<file path="src/rtl/rxcap_pkg.sv">
`timescale 1ns/1ps
package rxcap_pkg;
  // Number of symbols carried in one output word; pairing logic assumes two.
  localparam int unsigned SYMS_PER_WORD = 2;

  typedef enum logic {
    MODE_SDR = 1'b0,
    MODE_DDR = 1'b1
  } cap_mode_e;
endpackage

</file>
<file path="src/rtl/rxcap_strap.sv">
`timescale 1ns/1ps
// Latches the mode strap on the first rising edge after reset release and
// reports when the capture path is running.
module rxcap_strap
  import rxcap_pkg::*;
(
  input  logic      i_clk,
  input  logic      i_rst_n,
  input  logic      i_strap,
  output cap_mode_e o_mode,
  output logic      o_run
);
  cap_mode_e mode_q, mode_d;
  logic      start_q, start_d;

  always_comb begin
    mode_d  = mode_q;
    start_d = 1'b0;
    if (start_q) begin
      mode_d = cap_mode_e'(i_strap);
    end
  end

  always_ff @(posedge i_clk or negedge i_rst_n) begin
    if (!i_rst_n) begin
      mode_q  <= MODE_SDR;
      start_q <= 1'b1;
    end else begin
      mode_q  <= mode_d;
      start_q <= start_d;
    end
  end

  assign o_mode = mode_q;
  assign o_run  = !start_q;
endmodule

</file>
<file path="src/rtl/rxcap_fall_reg.sv">
`timescale 1ns/1ps
// Negative-edge capture register with clock enable; read only through q.
module rxcap_fall_reg #(
  parameter int unsigned WIDTH = 9
) (
  input  logic             i_clk,
  input  logic             i_rst_n,
  input  logic             i_en,
  input  logic [WIDTH-1:0] i_d,
  output logic [WIDTH-1:0] o_q
);
  logic [WIDTH-1:0] q_r, d_r;

  always_comb begin
    d_r = q_r;
    if (i_en) begin
      d_r = i_d;
    end
  end

  always_ff @(negedge i_clk or negedge i_rst_n) begin
    if (!i_rst_n) begin
      q_r <= '0;
    end else begin
      q_r <= d_r;
    end
  end

  assign o_q = q_r;
endmodule

</file>
<file path="src/rtl/rxcap_assemble.sv">
`timescale 1ns/1ps
// Rising-edge half: holds the first DDR symbol and registers the output word.
module rxcap_assemble
  import rxcap_pkg::*;
#(
  parameter int unsigned SYM_W = 8
) (
  input  logic                              i_clk,
  input  logic                              i_rst_n,
  input  logic                              i_run,
  input  cap_mode_e                         i_mode,
  input  logic [SYMS_PER_WORD*SYM_W-1:0]    i_bus_data,
  input  logic [SYMS_PER_WORD-1:0]          i_bus_k,
  input  logic [SYM_W-1:0]                  i_fall_sym,
  input  logic                              i_fall_k,
  output logic [SYMS_PER_WORD*SYM_W-1:0]    o_word,
  output logic [SYMS_PER_WORD-1:0]          o_word_k,
  output logic                              o_vld
);
  localparam int unsigned WORD_W = SYMS_PER_WORD * SYM_W;

  logic [SYM_W-1:0] rise_sym_q, rise_sym_d;
  logic             rise_k_q, rise_k_d;
  logic             rise_en;

  logic [SYMS_PER_WORD-1:0][SYM_W-1:0] sdr_sym;
  logic [SYMS_PER_WORD-1:0][SYM_W-1:0] ddr_sym;
  logic [SYMS_PER_WORD-1:0]            ddr_k;

  logic [WORD_W-1:0]        word_q, word_d;
  logic [SYMS_PER_WORD-1:0] k_q, k_d;
  logic                     vld_q, vld_d;
  logic                     out_en;

  // Split the wide bus into symbols, lowest lane first.
  for (genvar s = 0; s < SYMS_PER_WORD; s++) begin : g_sdr_lane
    assign sdr_sym[s] = i_bus_data[s*SYM_W +: SYM_W];
  end

  // Older symbol (rising edge) in lane 0, newer (falling edge) in lane 1.
  assign ddr_sym[0] = rise_sym_q;
  assign ddr_sym[1] = i_fall_sym;
  assign ddr_k      = {i_fall_k, rise_k_q};

  // The first-symbol holder also loads on the strap edge, so the first
  // DDR pair is complete one edge later.
  assign rise_en = !i_run || (i_mode == MODE_DDR);
  assign out_en  = i_run;

  always_comb begin
    rise_sym_d = rise_sym_q;
    rise_k_d   = rise_k_q;
    if (rise_en) begin
      rise_sym_d = i_bus_data[SYM_W-1:0];
      rise_k_d   = i_bus_k[0];
    end
  end

  always_comb begin
    word_d = word_q;
    k_d    = k_q;
    vld_d  = 1'b0;
    if (out_en) begin
      vld_d = 1'b1;
      if (i_mode == MODE_DDR) begin
        word_d = ddr_sym;
        k_d    = ddr_k;
      end else begin
        word_d = sdr_sym;
        k_d    = i_bus_k;
      end
    end
  end

  always_ff @(posedge i_clk or negedge i_rst_n) begin
    if (!i_rst_n) begin
      rise_sym_q <= '0;
      rise_k_q   <= 1'b0;
      word_q     <= '0;
      k_q        <= '0;
      vld_q      <= 1'b0;
    end else begin
      rise_sym_q <= rise_sym_d;
      rise_k_q   <= rise_k_d;
      word_q     <= word_d;
      k_q        <= k_d;
      vld_q      <= vld_d;
    end
  end

  assign o_word   = word_q;
  assign o_word_k = k_q;
  assign o_vld    = vld_q;
endmodule

</file>
<file path="src/rtl/rxcap_top.sv">
`timescale 1ns/1ps
module rxcap_top
  import rxcap_pkg::*;
#(
  parameter int unsigned SYM_W = 8
) (
  input  logic                           i_clk,
  input  logic                           i_rst_n,
  input  logic                           i_ddr_sel,
  input  logic [SYMS_PER_WORD*SYM_W-1:0] i_bus_data,
  input  logic [SYMS_PER_WORD-1:0]       i_bus_k,
  output logic [SYMS_PER_WORD*SYM_W-1:0] o_word,
  output logic [SYMS_PER_WORD-1:0]       o_word_k,
  output logic                           o_word_vld
);
  localparam int unsigned FALL_W = SYM_W + 1;

  cap_mode_e         mode_w;
  logic              run_w;
  logic              fall_en;
  logic [FALL_W-1:0] fall_q;

  rxcap_strap u_strap (
    .i_clk   (i_clk),
    .i_rst_n (i_rst_n),
    .i_strap (i_ddr_sel),
    .o_mode  (mode_w),
    .o_run   (run_w)
  );

  assign fall_en = (mode_w == MODE_DDR);

  rxcap_fall_reg #(.WIDTH(FALL_W)) u_fall (
    .i_clk   (i_clk),
    .i_rst_n (i_rst_n),
    .i_en    (fall_en),
    .i_d     ({i_bus_k[0], i_bus_data[SYM_W-1:0]}),
    .o_q     (fall_q)
  );

  rxcap_assemble #(.SYM_W(SYM_W)) u_asm (
    .i_clk      (i_clk),
    .i_rst_n    (i_rst_n),
    .i_run      (run_w),
    .i_mode     (mode_w),
    .i_bus_data (i_bus_data),
    .i_bus_k    (i_bus_k),
    .i_fall_sym (fall_q[SYM_W-1:0]),
    .i_fall_k   (fall_q[SYM_W]),
    .o_word     (o_word),
    .o_word_k   (o_word_k),
    .o_vld      (o_word_vld)
  );
endmodule

</file>
<file path="config.mk">
export PLATFORM = sky130hd
export DESIGN_NAME = rxcap_top
export DESIGN_NICKNAME = d
export VERILOG_FILES = /design/src/rtl/rxcap_pkg.sv /design/src/rtl/rxcap_strap.sv /design/src/rtl/rxcap_fall_reg.sv /design/src/rtl/rxcap_assemble.sv /design/src/rtl/rxcap_top.sv
export SDC_FILE = /design/constraint.sdc
export NUM_CORES = 1
export LEC_CHECK = 0
export ABC_AREA = 1
export BUFFER_PORTS_ARGS = -buffer_cell sky130_fd_sc_hd__buf_2
export CAP_MARGIN = 20
export CELL_PAD_IN_SITES_DETAIL_PLACEMENT = 1
export CELL_PAD_IN_SITES_GLOBAL_PLACEMENT = 2
export CORE_MARGIN = 8
export CORE_UTILIZATION = 35
export CTS_BUF_LIST = sky130_fd_sc_hd__clkbuf_4 sky130_fd_sc_hd__clkbuf_8
export DETAILED_ROUTE_END_ITERATION = 8
export HOLD_SLACK_MARGIN = 0.12
export PLACE_DENSITY = 0.95
export SYNTH_ARGS = -nofsm -noshare
export SYNTH_HDL_FRONTEND = slang
export SYNTH_HIERARCHICAL = 1
export SYNTH_SLANG_ARGS = --single-unit
export TNS_END_PERCENT = 1
</file>
<file path="constraint.sdc">
create_clock -name i_clk -period 1.94 [get_ports i_clk]
set_input_delay 0.388 -clock i_clk [delete_from_list [all_inputs] [get_ports i_clk]]
set_output_delay 0.388 -clock i_clk [all_outputs]
set_load 0.01 [all_outputs]
</file>
# Yosys cells after proc, flatten, opt, wreduce, memory -nomap -nowiden
# Index checks and enable logic that the tools add are counted.
# totals
register_bits,39
input_bits,21
output_inout_bits,19
# op_classes
mux,3
n_reduce_logical,1
# op_table
op,count
16-bit 2-to-1 mux,1
2-bit 2-to-1 mux,1
1-bit logical OR,1
1-bit 2-to-1 mux,1

# Logic depth before layout (Yosys ltp)
# logic_depth
word_depth,1
depth_mapped,6

# Cells and area by module
# Netlist, hierarchy kept.
# modules_own_cells
mod,n_inst,cells_each,area_per_inst_um2
rxcap_assemble,1,182,1446.4
rxcap_fall_reg,1,38,341.6
rxcap_strap,1,7,75.1

==> metrics.txt <==
largest net degree at the start of global routing=23; # IOs=40; post-synthesis compound-gate area fraction=0.04231; worst path cell trace=buf_4 > nand2_1 > nand2_1; WL final=between 4000 and 5000 um; layout cells sized above 1=0.2967; multiplexer area fraction after synthesis=0; ant diodes=0; Max Transition Viols Final=0; Min-Delay Path Class=input port to register; first-pass GRT wire length=between 7000 and 8000 um; initial core utilization=0.3625; Pleak=around 0.0013 uW; most frequent cells in the layout=nand2_1 (98), buf_2 (39), inv_1 (36), dfrtp_1 (29), nand3_1 (18); post_cts resized=0; Synth Area in XOR/XNOR=0; ANT nets after route=0; port bufs=39; Syn. warnings=6; DR pass1 iterations=4; clk_lat worst skew=0.29 ns; vias per cell=~4.3; area delta synth->final=21.29%; row cnt=26; Layout Skew=around 0.011 ns; via count=between 1,000 and 1,500; post-synthesis adder-cell area fraction=0; core area=just over 0.005 mm2; GRT Residual Overflow=0; Clock Path Buffers=2; Seq/Total Area, Yosys=0.5245; slowest stage delay, CP=0.43 ns; drt drc=0; CP Max Fanout=8; Setup-failing EPs final=0; synthesized area per cell=8.207 um2; die area=around 0.0079 mm2; power consumption=between 2000 and 2500 uW; Detail Placement HPWL=about 3200 um; startpoint types=register; initial antenna violation count=0; RSZ-0062 raised after global routing=false; most used cell along the critical path=nand2_1; final hold violations=0; Post-Synth Simple-Gate Area=0.2955; Hold Buf Count CTS=1; crit path max-delay cell type=dfrtp_1; clock slew at reported path FFs=~0.070 ns; pwr/cell area=about 960 mW/mm2; vias in the first global route=approximately 1,700; MaxCap Viol Count=0; status=finished, final reports clean; wire length per cell=roughly 13 um; Die Ht=between 80 and 90 um; Critical Path AT=just over 1 ns; critical path type=register to register; Setup TNS=0 ns; most common cell after layout, fill and taps aside=nand2_1; FILL cells=660; critical path capture point type=register; CP Data Required Time=1.12 ns; H-tree Lvls=2; # Post-CTS Setup Buffers=0; Syn Nets=~250; largest family of logic cells by synthesized area=simple AND/OR/NAND/NOR gates; root buf cell=clkbuf_8; synthesized cell area=0.001863 mm2; Cell variety after synth=16; fin nets=293; routability congestion estimate=between 0.7 and 0.8; synthesis-stage register bit count=39; chip width=roughly 90 um; cells after synthesis=227; cts bufs inserted=5; GRT Util Overall=0.1236; Max VDD drop=0.4252 mV; drt initial violations=47; CTS tree=done; Clock Sinks=39
## registers in the layout, summed over array words and instances (netlist names)
register          cells
u_asm/rise_sym_q      8
u_strap/o_mode        1
u_strap/start_q       1
u_asm/o_word         16
u_asm/rise_k_q        1
u_asm/o_word_k        2
u_asm/o_vld           1
u_fall/o_q            9
## report_power, final
part | total, uW | internal [uW] | switching (uW) | leakage, uW
registers | 972 | 919 | 52.7 | 0.000468
logic | 392 | 150 | 242 | 0.000776
clock network | 805 | 528 | 277 | 0.0000688
## metal layers
layer,vias to the layer above,global-route usage,share of wire
met5,-,0,0
met4,0,0.04079,0.0066
met3,2,0.03676,0.057
met2,35,0.2109,0.49
met1,692,0.1443,0.45
li1,755,-,-
## path summary, 6_finish.rpt
| check | cells past startpoint | startpoint | endpoint | slack, ns |
|---|---|---|---|---|
| min in group asynchronous | 2 | i_rst_n | u_asm/o_vld | 0.54 |
| hold reg to reg | 2 | u_fall/o_q[5] | u_fall/o_q[5] | 0.41 |
| setup / recovery | 3 | u_strap/o_mode | u_fall/o_q[7] | 0.11 |
| max in group asynchronous | 2 | i_rst_n | u_fall/o_q[1] | 0.27 |
| hold / removal | 3 | i_ddr_sel | u_strap/o_mode | 0.33 |
| setup reg to reg | 3 | u_strap/o_mode | u_fall/o_q[7] | 0.11 |
## cell families after synthesis
kind of cell	Yosys count
and+or+nand+nor	130
buffers and inverters	48
AOI/OAI and AO/OA	9
other	1
DFF	39
## Yosys cell counts
library cell  number  area [um2]
buf_4              1       7.510
buf_6              6       67.56
buf_8              1       15.01
conb_1             1       3.750
dfrtn_1            9       225.2
dfrtp_1           29       725.7
dfstp_2            1       26.28
inv_1             36       135.1
inv_2              2       7.510
inv_6              1       8.760
inv_8              1       11.26
nand2_1           98       367.9
nand2_2           13       81.33
nand2_4            1       11.26
nand3_1           18       90.09
o21ai_2            9       78.83
## critical path, delay by kind of cell (launching register included)
| family | cells | cell delay [ns] |
|---|---|---|
| buffers and inverters | 1 | 0.18 |
| DFF | 1 | 0.43 |
| and+or+nand+nor | 2 | 0.12 |
## layout make-up
type	count	area, um2	area share
Clock inverter	2	60.06	0.02658
Inverter	40	162.7	0.07198
Tap cell	70	87.58	0.03876
Multi-Input combinational cell	140	633.1	0.2802
Timing Repair Buffer	46	262.8	0.1163
Sequential cell	39	977.2	0.4324
Clock buffer	6	76.32	0.03378
## stage by stage
step	cell area [um2]	hold slack [ns]	cells	util	worst slack, ns
floorplan	1863	0.09241	227	-	0.1420
finish	2260	0.3312	343	0.4396	0.1062
global placement	2113	0.3177	334	0.4111	0.1242
global route	2260	0.3285	343	0.4396	0.04371
detailed placement	2113	0.3160	334	0.4111	0.09601
CTS	2260	0.3264	343	0.4396	0.09058
Note: power is estimated with default switching activity, not from simulation.
